### src/rtl/fcs_pkg.sv
// Package: shared constants and types for the fractional clock synthesizer.
// Assumes: nothing; holds only default widths and the write-kind encoding.
package fcs_pkg;

    // Default field geometry: 3 integer bits, 14 fractional bits, 32-bit register.
    localparam int DEF_INT_W  = 3;
    localparam int DEF_FRAC_W = 14;
    localparam int DEF_REG_W  = 32;

    // Which write strobes fire in a cycle: bit 0 = whole word, bit 1 = factor field.
    typedef enum logic [1:0] {
        WR_NONE  = 2'b00,
        WR_WORD  = 2'b01,
        WR_FIELD = 2'b10,
        WR_BOTH  = 2'b11
    } wr_kind_e;

endpackage

### src/rtl/fcs_ctrl_reg.sv
// Module: control register holding the division factor in its low bits.
// Does: loads the full word or just the factor field. On a same-cycle
//       collision the field write wins the low bits.
// Assumes: REG_W > DIV_W; synchronous active-low reset clears the word.
module fcs_ctrl_reg
    import fcs_pkg::*;
#(
    parameter int REG_W = DEF_REG_W,
    parameter int DIV_W = DEF_INT_W + DEF_FRAC_W
) (
    input  logic             clk,
    input  logic             rst_n,
    input  logic             word_we,
    input  logic [REG_W-1:0] word_wdata,
    input  logic             field_we,
    input  logic [DIV_W-1:0] field_wdata,
    output logic [REG_W-1:0] reg_q,
    output logic [DIV_W-1:0] div_field
);

    wr_kind_e         kind;
    logic [REG_W-1:0] reg_d;

    // Classify this cycle's write strobes.
    always_comb kind = wr_kind_e'({field_we, word_we});

    // Build the next register value from the write kind.
    always_comb begin
        reg_d = reg_q;
        case (kind)
            WR_WORD:  reg_d = word_wdata;
            WR_FIELD: reg_d = {reg_q[REG_W-1:DIV_W], field_wdata};
            WR_BOTH:  reg_d = {word_wdata[REG_W-1:DIV_W], field_wdata};
            default:  reg_d = reg_q;
        endcase
    end

    // Hold the control word.
    always_ff @(posedge clk) begin
        if (!rst_n) reg_q <= '0;
        else        reg_q <= reg_d;
    end

    // Expose the factor field.
    always_comb div_field = reg_q[DIV_W-1:0];

    // A field-only write leaves the upper bits untouched.
    assert_upper_kept_R4: assert property (@(posedge clk) disable iff (!rst_n)
        (field_we && !word_we) |=> $stable(reg_q[REG_W-1:DIV_W]));

    // Any field write lands in the factor field.
    assert_field_loaded_R4: assert property (@(posedge clk) disable iff (!rst_n)
        field_we |=> (div_field == $past(field_wdata)));

endmodule

### src/rtl/fcs_rate_sel.sv
// Module: selects the factor in effect and derives the period threshold.
// Does: copies the programmed factor into the active factor when idle or at
//       a pulse boundary, forms threshold 2*div in 2^-14 units, flags clamping.
// Assumes: boundary comes from the accumulator in the same cycle.
module fcs_rate_sel #(
    parameter int DIV_W  = 17,
    parameter int FRAC_W = 14
) (
    input  logic           clk,
    input  logic           rst_n,
    input  logic [DIV_W-1:0] div_field,
    input  logic           boundary,
    output logic [DIV_W:0] thr,
    output logic           running,
    output logic           clamp
);

    localparam int THR_W = DIV_W + 1;
    localparam logic [THR_W-1:0] UNIT = THR_W'(1) << FRAC_W;

    logic [DIV_W-1:0] act_div;

    // Adopt the programmed factor while parked or at each pulse boundary.
    always_ff @(posedge clk) begin
        if (!rst_n)                    act_div <= '0;
        else if (!running || boundary) act_div <= div_field;
    end

    // Threshold, run flag and clamp flag derived from the active factor.
    always_comb begin
        thr     = {act_div, 1'b0};
        running = |act_div;
        clamp   = running && (thr <= UNIT);
    end

    // Between boundaries the factor in effect must not move.
    assert_hold_until_edge_R7: assert property (@(posedge clk) disable iff (!rst_n)
        (running && !boundary) |=> (thr == $past(thr)));

    // From the parked state a programmed factor is adopted on the next edge.
    assert_idle_adopt_R10: assert property (@(posedge clk) disable iff (!rst_n)
        !running |=> (thr == {$past(div_field), 1'b0}));

endmodule

### src/rtl/fcs_phase_acc.sv
// Module: phase accumulator and pulse generator.
// Does: adds one cycle (2^FRAC_W) per clock and fires when the sum reaches
//       the threshold, keeping the residue. Clamped rates fire every cycle.
// Assumes: thr, running and clamp come from registers (no combinational loop).
module fcs_phase_acc #(
    parameter int THR_W  = 18,
    parameter int FRAC_W = 14
) (
    input  logic             clk,
    input  logic             rst_n,
    input  logic [THR_W-1:0] thr,
    input  logic             running,
    input  logic             clamp,
    output logic             boundary,
    output logic             pulse_q
);

    localparam logic [THR_W-1:0] UNIT = THR_W'(1) << FRAC_W;

    logic [THR_W-1:0] acc_q;
    logic [THR_W-1:0] acc_d;
    logic [THR_W:0]   sum_w;

    // Phase after this cycle's increment, one bit wider for the compare.
    always_comb sum_w = {1'b0, acc_q} + {1'b0, UNIT};

    // Fire when the period completes, or on every cycle when clamped.
    always_comb boundary = running && (clamp || (sum_w >= {1'b0, thr}));

    // Next phase: cleared when parked or clamped, residue kept on a boundary.
    always_comb begin
        if (!running || clamp) acc_d = '0;
        else if (boundary)     acc_d = acc_q + UNIT - thr;
        else                   acc_d = acc_q + UNIT;
    end

    // Phase and output registers.
    always_ff @(posedge clk) begin
        if (!rst_n) begin
            acc_q   <= '0;
            pulse_q <= 1'b0;
        end else begin
            acc_q   <= acc_d;
            pulse_q <= boundary;
        end
    end

    // The stored phase stays below the threshold, so no period is skipped.
    assert_phase_bounded_R5: assert property (@(posedge clk) disable iff (!rst_n)
        (running && !clamp) |-> (acc_q < thr));

    // A parked synthesizer emits nothing on the next cycle.
    assert_quiet_idle_R3: assert property (@(posedge clk) disable iff (!rst_n)
        !running |=> !pulse_q);

    // A clamped rate pulses on every cycle.
    assert_clamp_every_R8: assert property (@(posedge clk) disable iff (!rst_n)
        (running && clamp) |=> pulse_q);

endmodule

### src/rtl/frac_clk_synth.sv
// Module: fractional clock frequency synthesizer (top).
// Does: holds the control word and produces a single-cycle enable whose
//       average period is 2*div input cycles, div being unsigned 3.14.
// Assumes: one clock domain; synchronous active-low reset.
module frac_clk_synth
    import fcs_pkg::*;
#(
    parameter int INT_W  = DEF_INT_W,
    parameter int FRAC_W = DEF_FRAC_W,
    parameter int REG_W  = DEF_REG_W
) (
    input  logic                     clk,
    input  logic                     rst_n,
    input  logic                     word_we,
    input  logic [REG_W-1:0]         word_wdata,
    input  logic                     field_we,
    input  logic [INT_W+FRAC_W-1:0]  field_wdata,
    output logic [REG_W-1:0]         ctrl_rdata,
    output logic                     tick_out
);

    localparam int DIV_W = INT_W + FRAC_W;
    localparam int THR_W = DIV_W + 1;

    logic [DIV_W-1:0] div_field;
    logic [THR_W-1:0] thr;
    logic             running;
    logic             clamp;
    logic             boundary;

    // Control word storage.
    fcs_ctrl_reg #(.REG_W(REG_W), .DIV_W(DIV_W)) u_reg (
        .clk        (clk),
        .rst_n      (rst_n),
        .word_we    (word_we),
        .word_wdata (word_wdata),
        .field_we   (field_we),
        .field_wdata(field_wdata),
        .reg_q      (ctrl_rdata),
        .div_field  (div_field)
    );

    // Active factor and threshold.
    fcs_rate_sel #(.DIV_W(DIV_W), .FRAC_W(FRAC_W)) u_sel (
        .clk      (clk),
        .rst_n    (rst_n),
        .div_field(div_field),
        .boundary (boundary),
        .thr      (thr),
        .running  (running),
        .clamp    (clamp)
    );

    // Phase accumulation and pulse output.
    fcs_phase_acc #(.THR_W(THR_W), .FRAC_W(FRAC_W)) u_acc (
        .clk     (clk),
        .rst_n   (rst_n),
        .thr     (thr),
        .running (running),
        .clamp   (clamp),
        .boundary(boundary),
        .pulse_q (tick_out)
    );

    // Reset leaves the word cleared and the output low.
    assert_reset_clear_R9: assert property (@(posedge clk)
        !rst_n |=> ((ctrl_rdata == '0) && !tick_out));

endmodule

### config.mk
export PLATFORM = sky130hd
export DESIGN_NAME = frac_clk_synth
export DESIGN_NICKNAME = d
export VERILOG_FILES = /design/src/rtl/fcs_pkg.sv /design/src/rtl/fcs_ctrl_reg.sv /design/src/rtl/fcs_rate_sel.sv /design/src/rtl/fcs_phase_acc.sv /design/src/rtl/frac_clk_synth.sv
export SDC_FILE = /design/constraint.sdc
export NUM_CORES = 1
export LEC_CHECK = 0
export ABC_CLOCK_PERIOD_IN_PS = 2800
export BUFFER_PORTS_ARGS = -buffer_cell sky130_fd_sc_hd__buf_2
export CORE_MARGIN = 5
export CORE_UTILIZATION = 54
export CTS_CLUSTER_SIZE = 16
export DETAILED_ROUTE_END_ITERATION = 16
export PLACE_DENSITY_LB_ADDON = 0.15
export SYNTH_ARGS = -nofsm -noshare
export SYNTH_HDL_FRONTEND = slang
export SYNTH_SLANG_ARGS = --single-unit
### constraint.sdc
create_clock -name clk -period 2.8 [get_ports clk]
set_input_delay 0.14 -clock clk [delete_from_list [all_inputs] [get_ports clk]]
set_output_delay 0.14 -clock clk [all_outputs]
set_load 0.02 [all_outputs]
After elaboration in Yosys (flattened, before gate mapping)
Cells that the tools add are included.

Register bits after elaboration: 68. Output and inout port bits: 33. Input bits: 53. Logic and storage cells: 28.

Add/subtract/negate cells: 3. Muxes and demuxes: 2. Bitwise logic cells: 2. Order comparisons: 2. Eq/ne operators: 3. Reduce and logical (&&, ||, !) cells: 11.

Operator list (count): one-hot mux 32 bit (3 select lines) (1); adder 18 x 15 -> 19 bit, second input constant (1); greater-or-equal comparator 19 x 18 -> 1 bit (1); adder 18 x 15 -> 18 bit, second input constant (1); <= comparator 18 x 15 -> 1 bit, second input constant (1); 2-to-1 mux 18 bit (1); subtractor 18 bit (1); OR reduction 17 bit (1); equality test 2 bit, second input constant (2); logical OR 1 bit (3); nonzero test 3 bit (1); equality test 2 x 1 -> 1 bit, second input constant (1); logical AND 1 bit (2); inverter 1 bit (2); AND reduction 2 bit (1); nonzero test 2 bit (1); OR reduction 2 bit (1); zero test 1 bit (1).

Depth between registers and ports, before layout
Depth after elaboration: 5. Mapped depth: 12. Mapped depth without buffers: 10.

Cells and area by module
A second synthesis with hierarchy kept.

Cells, all modules: 488. Area, all modules: 4471.8 um^2.

By module, submodules not included: fcs_phase_acc (times used 1, area an instance 1888.1 um^2, cells each 242); fcs_ctrl_reg (times used 1, area an instance 1634.1 um^2, cells each 140); fcs_rate_sel (times used 1, area an instance 949.7 um^2, cells each 106).

Worst setup path after synthesis
No wires, ideal clock.

Kind: reg-to-reg. Start: register u_acc.acc_q[14]. End: register u_sel.act_div[10]. Stages on the path, launching flop included: 10. Data arrival time: 2376 ps. Library setup time: 72 ps. Setup slack: 352 ps. Data required time: 2728 ps. Cell sequence: dfxtp_1 ha_1 xor2_1 ha_1 o21ai_0 a21oi_1 a2111o_1 nor3_4 buf_8 mux2i_1.

Cells in the longest elaborated chain, start to end: 5.

RTL lines: from (decl) (RTL line fcs_phase_acc.sv:20) `logic [THR_W-1:0] acc_q;`; from (signal assigned) (RTL line fcs_phase_acc.sv:40) `acc_q <= '0;`; from (signal assigned) (RTL line fcs_phase_acc.sv:43) `acc_q <= acc_d;`; adder 18 x 15 -> 19 bit (RTL line fcs_phase_acc.sv:25) `always_comb sum_w = {1'b0, acc_q} + {1'b0, UNIT};`; greater-or-equal comparator 19 x 18 -> 1 bit (RTL line fcs_phase_acc.sv:28) `always_comb boundary = running && (clamp || (sum_w >= {1'b0, thr}));`; logical OR 1 bit (RTL line fcs_phase_acc.sv:28); logical AND 1 bit (RTL line fcs_phase_acc.sv:28); logical OR 1 bit (RTL line fcs_rate_sel.sv:26) `else if (!running || boundary) act_div <= div_field;`; to (signal assigned) (RTL line fcs_rate_sel.sv:26); to (decl) (RTL line fcs_rate_sel.sv:21) `logic [DIV_W-1:0] act_div;`.

No other way between the ends. A chain may end at the register's enable or synchronous reset.

Final worst setup path
Start: register u_acc.acc_q[14]. End: register u_sel.act_div[1].

Same word-level chain as after synthesis.

==> summary.md <==
| Metric | Value |
|---|---|
| Status | complete, no violations |
| Sequential share of the synthesized area | 0.360 |
| Register share of total power | 0.223 |
| Vias | between 3000 and 4000 |
| Initial antenna violation count | 0 |
| Starting Density | 0.551 |
| Sw Ratio | 0.448 |
| DR iter-0 viols | 87 |
| Final core occ | 0.648 |
| Cell variety after synth | 49 |
| Cts bufs inserted | 9 |
| DRT Wirelength | around 8500 µm |
| Port Buf Inserts | 85 |
| Worst Hold Class | in2reg |
| Core area | 6760 µm² |
| Peak supply drop | 0.000523 V |
| Slew Limit Fails | 0 |
| Hold Crit Start | field_wdata[7] |
| Synth top cells by count | 67 x dfxtp_1, 60 x nand2_1, 59 x mux2i_1, 59 x nor2_1, 33 x a21oi_1 |
| Nets@finish | 596 |
| First-pass DRT Iterations | 4 |
| Post-synth design cell area | 3720 µm² |
| Die width | 93.0 µm |
| Vias per cell | 5.41 |
| Ant. Diodes | 0 |
| Worst-margin pin slew | 907 ps |
| Fraction of registers with async set/reset | 0 |
| WL/cell | 14.0 µm |
| Hold depth | 3 |
| Ys Warns | 0 |
| DPL Wire Length | roughly 6500 µm |
| Power Density | 1270 nW/µm² |
| Share of layout cells above drive strength 1 | 0.217 |
| Top-count cell post-synth | dfxtp_1 |
| Cell taking the most area after synthesis | dfxtp_1 |
| Worst-skew pair later-pin latency | about 350 ps |
| Pint | 3.06 mW |
| Grt ovf | 0 |
| Total power | 5.55 mW |
| IO Pins | 86 |
| Clk_skew | between 9 and 10 ps |
| Post-synth EDFFs | 0 |
| Critical path class | reg2reg |
| Max-Slew Margin vs Limit | 0.395 |
| Remaining DRCs | 0 |
| Crit share post-route | 0.933 |
| Finish-stage setup viols | 0 |
| Final antenna-violating net count | 0 |
| # clock sinks | 67 |
| Mapped Cells | 445 |
| CTS clock-pin slew for the worst setup and hold paths | 70 ps |
| Vias in the first global route | 3222 |
| Max-cap check violation count | 0 |
| Crit path DAT | 2890 ps |
| FF-to-FF setup slack | 190 ps |
| Main synth FF type | dfxtp_1 |
| RSZ-0062 raised after global routing | false |
| Layout fillers | 583 |
| CTS Buffer Depth | 2 |
| Leak Pwr | 2.00 nW |
| Largest net degree at the start of global routing | 38 |
| First-pass GRT wire length | 14200 µm |
| R2R Path End | u_sel.act_div[1]$_SDFFE_PN0P_ |
| CTS tree | done |
| GR Util All Layers | 0.206 |
| # H-tree levels | 3 |
| Die Height | slightly above 90 µm |
| Syn_area_per_cell | roughly 8.4 µm² |
| Min cycle time layout | 2610 ps |
| Sw power | 2.49 mW |
| # rows | 30 |
| Die area | 8660 µm² |
| RD Place Congestion | 0.900 |
| Synth-to-layout area growth | 17.5% |
| Clk Tree Root Cell | clkbuf_8 |
| Worst hold slack | approximately 21 ps |
| Required time worst endpoint | 3070 ps |
| Hold Crit Endpoint | u_reg.reg_q[7]$_SDFFE_PN0P_ |
| CP Max Fanout | 15 |
| Clk pwr share | 0.133 |
| Hold_buf cts | 0 |
| Reg2Reg Depth | 9 |
| Synth top area cells | dfxtp_1 36%, mux2i_1 16%, ha_1 6.0% |
| Post-synth top area share | 0.360 |
| Yosys reg bits | 67 |
| Mapped Nets | 517 |
| Combinational power share | 0.644 |
| Critical Path Start Type | flop |
| FF-to-FF Start | u_acc.acc_q[14]$_SDFF_PP0_ |
| Max Clk Rate | 0.383 GHz |
| Setup crit end kind | flop |
| Final hold violation count | 0 |
| Setup TNS | 0 ps |
how the worst max path moves through the flow:
stage,end,startpoint,slack [ps],depth (start not counted)
2_1_floorplan,u_sel.act_div[10]$_SDFFE_PN0P_,u_acc.acc_q[14]$_SDFF_PP0_,350,9
3_3_place_gp,u_sel.act_div[0]$_SDFFE_PN0P_,u_acc.acc_q[14]$_SDFF_PP0_,350,9
3_5_place_dp,u_sel.act_div[1]$_SDFFE_PN0P_,u_acc.acc_q[14]$_SDFF_PP0_,240,9
4_1_cts,u_sel.act_div[1]$_SDFFE_PN0P_,u_acc.acc_q[14]$_SDFF_PP0_,200,9
5_1_grt,u_sel.act_div[12]$_SDFFE_PN0P_,u_acc.acc_q[14]$_SDFF_PP0_,8,9
6_report,u_sel.act_div[1]$_SDFFE_PN0P_,u_acc.acc_q[14]$_SDFF_PP0_,190,9
timing repair:
action                                  4_1_cts  5_1_grt
resized for setup                             0        2
endpoints found under the setup margin        0        4
setup buffers                                 0        0
flip-flops by register name (all words and copies together), names as in the netlist:
name / cells
u_sel.act_div: 17
u_acc.acc_q: 17
u_acc.pulse_q: 1
u_reg.reg_q: 32
placed cells by master (no fill, tap or decap), types with 3 or more instances in the layout:
cell and count:
ha_1 18, nand4_1 5, a21o_1 6, nand3b_1 4, xor2_1 4, and3_1 3, buf_4 4, o21ai_0 10
buf_2 85, inv_1 24, xnor2_1 9, nand3_1 8, o2111ai_1 3, clkinv_2 3, nand2_1 60, o211ai_1 3
mux2i_1 59, clkbuf_8 10, o31ai_1 4, nor3_1 9, a21oi_1 32, o2bb2ai_1 4, dfxtp_1 67, nor2_1 59
nor4_1 3
layout make-up:
type                            instances  area (µm²)  share of cell area
Multi-Input combinational cell        332        2190               0.501
Sequential cell                        67        1340               0.306
Timing Repair Buffer                   90         475               0.109
Clock buffer                           10         138              0.0314
Tap cell                               80         100              0.0229
Inverter                               24        90.1              0.0206
Clock inverter                          6        40.0             0.00915
metrics by stage:
step,cells,area (µm²),setup slack (ps)
after global routing,609,4380,8.03
final,609,4380,189
after detailed placement,593,4200,236
after global placement,593,4200,354
after floorplan,445,3720,352
after CTS,609,4370,199
power by group through the flow:
stage / clock network, mW / registers, mW / logic [mW]
after floorplan: 0 / 1.28 / 2.89
after global placement: 0 / 1.25 / 3.51
after detailed placement: 0 / 1.26 / 3.55
after CTS: 0.761 / 1.24 / 3.58
after global routing: 0.805 / 1.26 / 3.93
final: 0.739 / 1.24 / 3.57
critical path: stages (launching register included):
cell	delay, ps
dfxtp_1	360
ha_1	190
xor2_1	240
ha_1	350
o21ai_0	140
a21oi_1	140
a2111o_1	440
nor3_4	190
buf_4	270
mux2i_1	210
routing by layer:
metal / global-route usage / routed length (µm)
met1: 0.268 / 3880
met2: 0.319 / 3830
met3: 0.0475 / 602
met4: 0.104 / 212
met5: 0 / 0
cell families (layout without fill, tap and decap cells):
family                     count (synthesis)  in the layout  synth area share
and+or+nand+nor                          161            161             0.191
buffers and inverters                     46            130            0.0521
AOI/OAI and AO/OA                         80             80             0.142
muxes                                     59             59             0.159
xor gates and xnor gates                  13             13            0.0306
adders and majority gates                 19             19            0.0659
DFF                                       67             67             0.360
(Power assumes the default switching activity.)
